`config.mk`:
```
export PLATFORM = sky130hd
export DESIGN_NAME = core_idle_coord
export DESIGN_NICKNAME = d
export VERILOG_FILES = /design/src/rtl/idle_coord_pkg.sv /design/src/rtl/idle_thread_fsm.sv /design/src/rtl/core_state_resolve.sv /design/src/rtl/snoop_responder.sv /design/src/rtl/core_idle_coord.sv
export SDC_FILE = /design/constraint.sdc
export NUM_CORES = 1
export LEC_CHECK = 0
export ABC_AREA = 1
export BUFFER_PORTS_ARGS = -buffer_cell sky130_fd_sc_hd__buf_2
export CORE_MARGIN = 8
export CORE_UTILIZATION = 47
export DETAILED_ROUTE_END_ITERATION = 10
export PLACE_DENSITY = 0.77
export SYNTH_ARGS = -nofsm -noshare
export SYNTH_HDL_FRONTEND = slang
export SYNTH_HIERARCHICAL = 1
export SYNTH_SLANG_ARGS = --single-unit
export TNS_END_PERCENT = 1
```
`constraint.sdc`:
```
create_clock -name clk -period 2.15 [get_ports clk]
set_input_delay 0.645 -clock clk [delete_from_list [all_inputs] [get_ports clk]]
set_output_delay 0.645 -clock clk [all_outputs]
set_load 0.03 [all_outputs]
```
`src/rtl/idle_coord_pkg.sv`:
```
package idle_coord_pkg;
    localparam int STATE_W = 3;
    localparam int KIND_W  = 2;

    typedef enum logic [STATE_W-1:0] {
        PS_RUN       = 3'd0,
        PS_LIGHT     = 3'd1,
        PS_LIGHT_ENH = 3'd2,
        PS_DEEP      = 3'd3,
        PS_DEEPEST   = 3'd4
    } pstate_e;

    typedef enum logic [KIND_W-1:0] {
        RQ_HALT  = 2'd0,
        RQ_MWAIT = 2'd1,
        RQ_PORT  = 2'd2,
        RQ_RSVD  = 2'd3
    } rqkind_e;
endpackage

```
`src/rtl/idle_thread_fsm.sv`:
```
module idle_thread_fsm
    import idle_coord_pkg::*;
(
    input  logic               clk,
    input  logic               rst_n,
    input  logic               enh_en,
    input  logic               req_valid,
    input  logic [KIND_W-1:0]  req_kind,
    input  logic [STATE_W-1:0] req_target,
    input  logic               irq,
    input  logic               mon_hit,
    output logic [STATE_W-1:0] state_o
);
    pstate_e state_q, state_d;
    logic    mw_q, mw_d;
    pstate_e light_state;

    assign light_state = enh_en ? PS_LIGHT_ENH : PS_LIGHT;

    // state register
    always_ff @(posedge clk) begin
        if (!rst_n) begin
            state_q <= PS_RUN;
            mw_q    <= 1'b0;
        end else begin
            state_q <= state_d;
            mw_q    <= mw_d;
        end
    end

    // next-state: enter / irq-wake / monitor-wake / hold
    always_comb begin
        state_d = state_q;
        mw_d    = mw_q;
        unique case (state_q)
            PS_RUN: begin
                mw_d = 1'b0;
                if (req_valid) begin
                    case (req_kind)
                        RQ_HALT: state_d = light_state;
                        RQ_MWAIT: begin
                            case (req_target)
                                3'd1, 3'd2: begin state_d = light_state; mw_d = 1'b1; end
                                3'd3:       begin state_d = PS_DEEP;     mw_d = 1'b1; end
                                3'd4:       begin state_d = PS_DEEPEST;  mw_d = 1'b1; end
                                default:    state_d = PS_RUN;
                            endcase
                        end
                        RQ_PORT: begin
                            case (req_target)
                                3'd3:    state_d = PS_DEEP;
                                3'd4:    state_d = PS_DEEPEST;
                                default: state_d = PS_RUN;
                            endcase
                        end
                        default: state_d = PS_RUN;
                    endcase
                end
            end
            PS_LIGHT, PS_LIGHT_ENH, PS_DEEP, PS_DEEPEST: begin
                if (irq || (mon_hit && mw_q)) begin
                    state_d = PS_RUN;
                    mw_d    = 1'b0;
                end
            end
            default: begin
                state_d = PS_RUN;
                mw_d    = 1'b0;
            end
        endcase
    end

    // outputs
    always_comb begin
        state_o = state_q;
    end

    assert_wake_irq_R6: assert property (@(posedge clk) disable iff (!rst_n)
        (state_q != PS_RUN && irq) |=> (state_q == PS_RUN));

    assert_mon_ignored_R7: assert property (@(posedge clk) disable iff (!rst_n)
        (state_q != PS_RUN && !mw_q && !irq) |=> $stable(state_q));

    assert_flag_clear_R7: assert property (@(posedge clk) disable iff (!rst_n)
        (state_q == PS_RUN) |-> !mw_q);

    assert_drop_busy_R8: assert property (@(posedge clk) disable iff (!rst_n)
        (state_q != PS_RUN && req_valid && !irq && !mon_hit) |=> $stable(state_q));

    assert_mwait_deepest_R3: assert property (@(posedge clk) disable iff (!rst_n)
        (state_q == PS_RUN && req_valid && req_kind == RQ_MWAIT && req_target == 3'd4)
        |=> (state_q == PS_DEEPEST && mw_q));

    assert_enh_fixed_R5: assert property (@(posedge clk) disable iff (!rst_n)
        (state_q == PS_LIGHT && !irq && !mon_hit) |=> (state_q == PS_LIGHT));
endmodule

```
`src/rtl/core_state_resolve.sv`:
```
module core_state_resolve
    import idle_coord_pkg::*;
#(
    parameter int NTHR = 2
) (
    input  logic                    clk,
    input  logic                    rst_n,
    input  logic [NTHR*STATE_W-1:0] thr_state,
    output logic [STATE_W-1:0]      core_state
);
    always_comb begin
        core_state = thr_state[STATE_W-1:0];
        for (int i = 1; i < NTHR; i++) begin
            if (thr_state[i*STATE_W +: STATE_W] < core_state)
                core_state = thr_state[i*STATE_W +: STATE_W];
        end
    end

    for (genvar g = 0; g < NTHR; g++) begin : g_chk
        assert_not_deeper_R9: assert property (@(posedge clk) disable iff (!rst_n)
            core_state <= thr_state[g*STATE_W +: STATE_W]);
    end

    assert_deepest_all_R9: assert property (@(posedge clk) disable iff (!rst_n)
        (core_state == 3'd4) |-> (thr_state == {NTHR{3'd4}}));
endmodule

```
`src/rtl/snoop_responder.sv`:
```
module snoop_responder (
    input  logic clk,
    input  logic rst_n,
    input  logic snoop_req,
    output logic snoop_ack
);
    always_ff @(posedge clk) begin
        if (!rst_n) snoop_ack <= 1'b0;
        else        snoop_ack <= snoop_req;
    end

    assert_ack_follow_R10: assert property (@(posedge clk) disable iff (!rst_n)
        snoop_req |=> snoop_ack);

    assert_ack_pulse_R10: assert property (@(posedge clk) disable iff (!rst_n)
        !snoop_req |=> !snoop_ack);
endmodule

```
`src/rtl/core_idle_coord.sv`:
```
module core_idle_coord
    import idle_coord_pkg::*;
#(
    parameter int NTHR = 2
) (
    input  logic                    clk,
    input  logic                    rst_n,
    input  logic                    enh_idle_en,
    input  logic [NTHR-1:0]         req_valid,
    input  logic [NTHR*KIND_W-1:0]  req_kind,
    input  logic [NTHR*STATE_W-1:0] req_target,
    input  logic [NTHR-1:0]         irq,
    input  logic [NTHR-1:0]         mon_hit,
    input  logic                    snoop_req,
    output logic                    snoop_ack,
    output logic [NTHR*STATE_W-1:0] thread_state,
    output logic [STATE_W-1:0]      core_state
);
    for (genvar t = 0; t < NTHR; t++) begin : g_thr
        idle_thread_fsm u_thr (
            .clk        (clk),
            .rst_n      (rst_n),
            .enh_en     (enh_idle_en),
            .req_valid  (req_valid[t]),
            .req_kind   (req_kind[t*KIND_W +: KIND_W]),
            .req_target (req_target[t*STATE_W +: STATE_W]),
            .irq        (irq[t]),
            .mon_hit    (mon_hit[t]),
            .state_o    (thread_state[t*STATE_W +: STATE_W])
        );
    end

    core_state_resolve #(.NTHR(NTHR)) u_resolve (
        .clk        (clk),
        .rst_n      (rst_n),
        .thr_state  (thread_state),
        .core_state (core_state)
    );

    snoop_responder u_snoop (
        .clk       (clk),
        .rst_n     (rst_n),
        .snoop_req (snoop_req),
        .snoop_ack (snoop_ack)
    );

    assert_snoop_no_wake_R10: assert property (@(posedge clk) disable iff (!rst_n)
        (snoop_req && irq == '0 && mon_hit == '0 && core_state != 3'd0) |=> $stable(core_state));
endmodule

```
==> flow_summary.ini <==
[worst_setup_path]
crit_path_start_kind = register
crit_required_ns = 1.50
path_class = reg -> out
cp.arrival_ns = 1.44
cp-end-kind = output port
cp_max_fo = 3

[grt]
grt_pass1_wl_um = 3450
first_global_vias = 892
antenna_found_initial = 0
grt_max_degree = 7
grt_overflow = 0
grt_use_total = 0.127

[drt]
drt-initial-drc-count = 19
ant_nets = 0
top_layer = met4
drcViolationCount = 0
wl_um = 1990
wl_met2_um = 936
wl_per_cell_um = 10.2
drt_pass1_iterations = 4
via_count = 917
vias_per_cell = 4.70
met3_length_um = 107
drt-met1-wl_um = 913

[yosys]
yosysMostFrequentCell = nand2_1
avgSynthCellArea_um2 = 5.46
synth_edf_count = 0
synth_seq_cells = 9
netlist_instances = 142
synth_top_area_cell = nand2_1
synthTopCellsByArea = nand2_1, dfxtp_1, inv_1
synth_warnings = 6
ys_top_cells_by_count = nand2_1, inv_1, a21oi_1, nand3_1, nor2_1
synthArstFlopShare = 0
synthDistinctLibCells = 15
synth_ff_type = dfxtp_1
yosysSeqAreaShare = 0.232
synth.top_cell.area_share = 0.242
synth_nets = 164
syn_area_um2 = 776

[clock_tree]
clk_transition_reported_paths_ns = 0.06
clock_latency_ns = 0.25
numCtsBuffers = 3
clock_sink_count = 9
clock-root-buffer = clkbuf_4
cts.path.max_buffers = 2
cts_tree = done
htree_levels = 1

[status]
run_status = finished, final reports clean

[job]
cap_violations = 0

[die]
rows = 14
die_h_um = 56.6
die_x_um = 56.6
dieArea_um2 = 3210
core-area_um2 = 1520
start_util = 0.509
io_pins = 30

[placed_design]
dp_hpwl_um = 1650
io_buffers = 29
place_area_um2 = 952
gp_congestion = 0.741

[sta]
tightest_slew_ns = 0.212
holdWs_ns = 0.499
drv_slew = 0
finalHoldViolCount = 0
clock_skew_ns = 0.000320
slew_headroom = 0.858
max_freq_mhz = 480
setup_viol = 0
finalCriticalPeriod_ns = 2.08
period_share = 0.969

[power_and_ir_drop]
total_power_uw = 442
cellLeakagePower_uw = 0.000588
p_per_area_nw_per_um2 = 426
peakVddDrop_mv = 0.239

[layout]
final_area_um2 = 1040
fin_util = 0.681
area_growth_syn_to_layout_pct = 33.9
drive_gt1_frac = 0.313
diodes = 0
num-nets-final = 202

[hold_path]
hold_class = reg -> reg
[final cells by class]
cell class,count,area (um^2)
clock buffers,4,26.3
multi-input cells,104,510
fillers,157,485
inverters,29,109
well taps,16,20.0
flip-flops and latches,9,185
repair buffers,33,188
[placed cells by master (no fill, tap or decap)]
master | synthesis | final
a21oi_4 | 1 | 1
o21ai_2 | 0 | 1
inv_2 | 2 | 4
ha_1 | 2 | 1
nor2_1 | 12 | 12
nand4_1 | 2 | 2
ha_4 | 0 | 1
inv_1 | 26 | 25
dfxtp_1 | 9 | 5
buf_4 | 0 | 4
nand2_1 | 50 | 47
buf_6 | 0 | 2
nand3_1 | 14 | 14
buf_2 | 0 | 27
a21oi_2 | 2 | 2
nand2_2 | 4 | 7
clkbuf_4 | 0 | 3
clkbuf_1 | 0 | 1
or2_1 | 2 | 2
dfxtp_2 | 0 | 4
a21oi_1 | 14 | 14
[flip-flops by register name (all words and copies together), names as in the netlist]
name / flops
g_thr.u_thr/state_o: 6
g_thr.u_thr/mw_q: 2
u_snoop/snoop_ack: 1
[repair_timing]
item                       CTS  global route
setup endpoints to repair    3             3
resized for setup            6             9
setup buffers                2             1
pin swaps                    1             4
hold buffers                 0             0
[where the power goes]
group / total (uW) / internal [uW] / leakage (uW) / switching [uW]
registers: 178 / 172 / 0.0000751 / 5.13
logic: 139 / 53.6 / 0.000498 / 85.0
clock network: 126 / 71.3 / 0.0000150 / 54.8
total: 442 / 297 / 0.000588 / 145
[final timing paths]
check / start / endpoint / slack, ns / cells past startpoint
worst max-delay path: g_thr[0].u_thr/state_o[1] / core_state[1] / 0.07 / 9
worst max register to register: g_thr[0].u_thr/state_o[1] / g_thr[0].u_thr/state_o[0] / 0.91 / 7
worst min register to register: g_thr[0].u_thr/mw_q / g_thr[0].u_thr/mw_q / 0.50 / 2
worst min-delay path: g_thr[0].u_thr/mw_q / g_thr[0].u_thr/mw_q / 0.50 / 2
[per-layer routing]
metal,GRT usage,vias to the layer above
li1,-,511
met3,0.0315,2
met4,0.0722,0
met2,0.212,23
met1,0.141,381
met5,0,-
[worst max-delay path, cell delays in order, from the launching register on]
cell and delay (ns):
dfxtp_2 0.32, inv_1 0.04, ha_1 0.28, nand2_1 0.07, inv_2 0.03, nand2_2 0.08, nand2_2 0.08, nand2_2 0.09
nand2_2 0.06, buf_6 0.13
[per-stage QoR]
| step | TNS, ns | setup WS (ns) | instances |
|---|---|---|---|
| after floorplan | -0.0210 | -0.0106 | 142 |
| after global placement | 0 | 0.195 | 188 |
| after detailed placement | 0 | 0.0839 | 188 |
| after CTS | 0 | 0.0212 | 194 |
| after global routing | -0.00625 | -0.00625 | 195 |
| final | 0 | 0.0656 | 195 |
[cell families after synthesis]
group | synth area share
AO/OA/AOI/OAI | 0.140
adder cells (fa/ha/maj) | 0.0323
AND/OR/NAND/NOR | 0.455
buffers and inverters | 0.140
flip-flops | 0.232
Power figures use the tool's default switching activity.
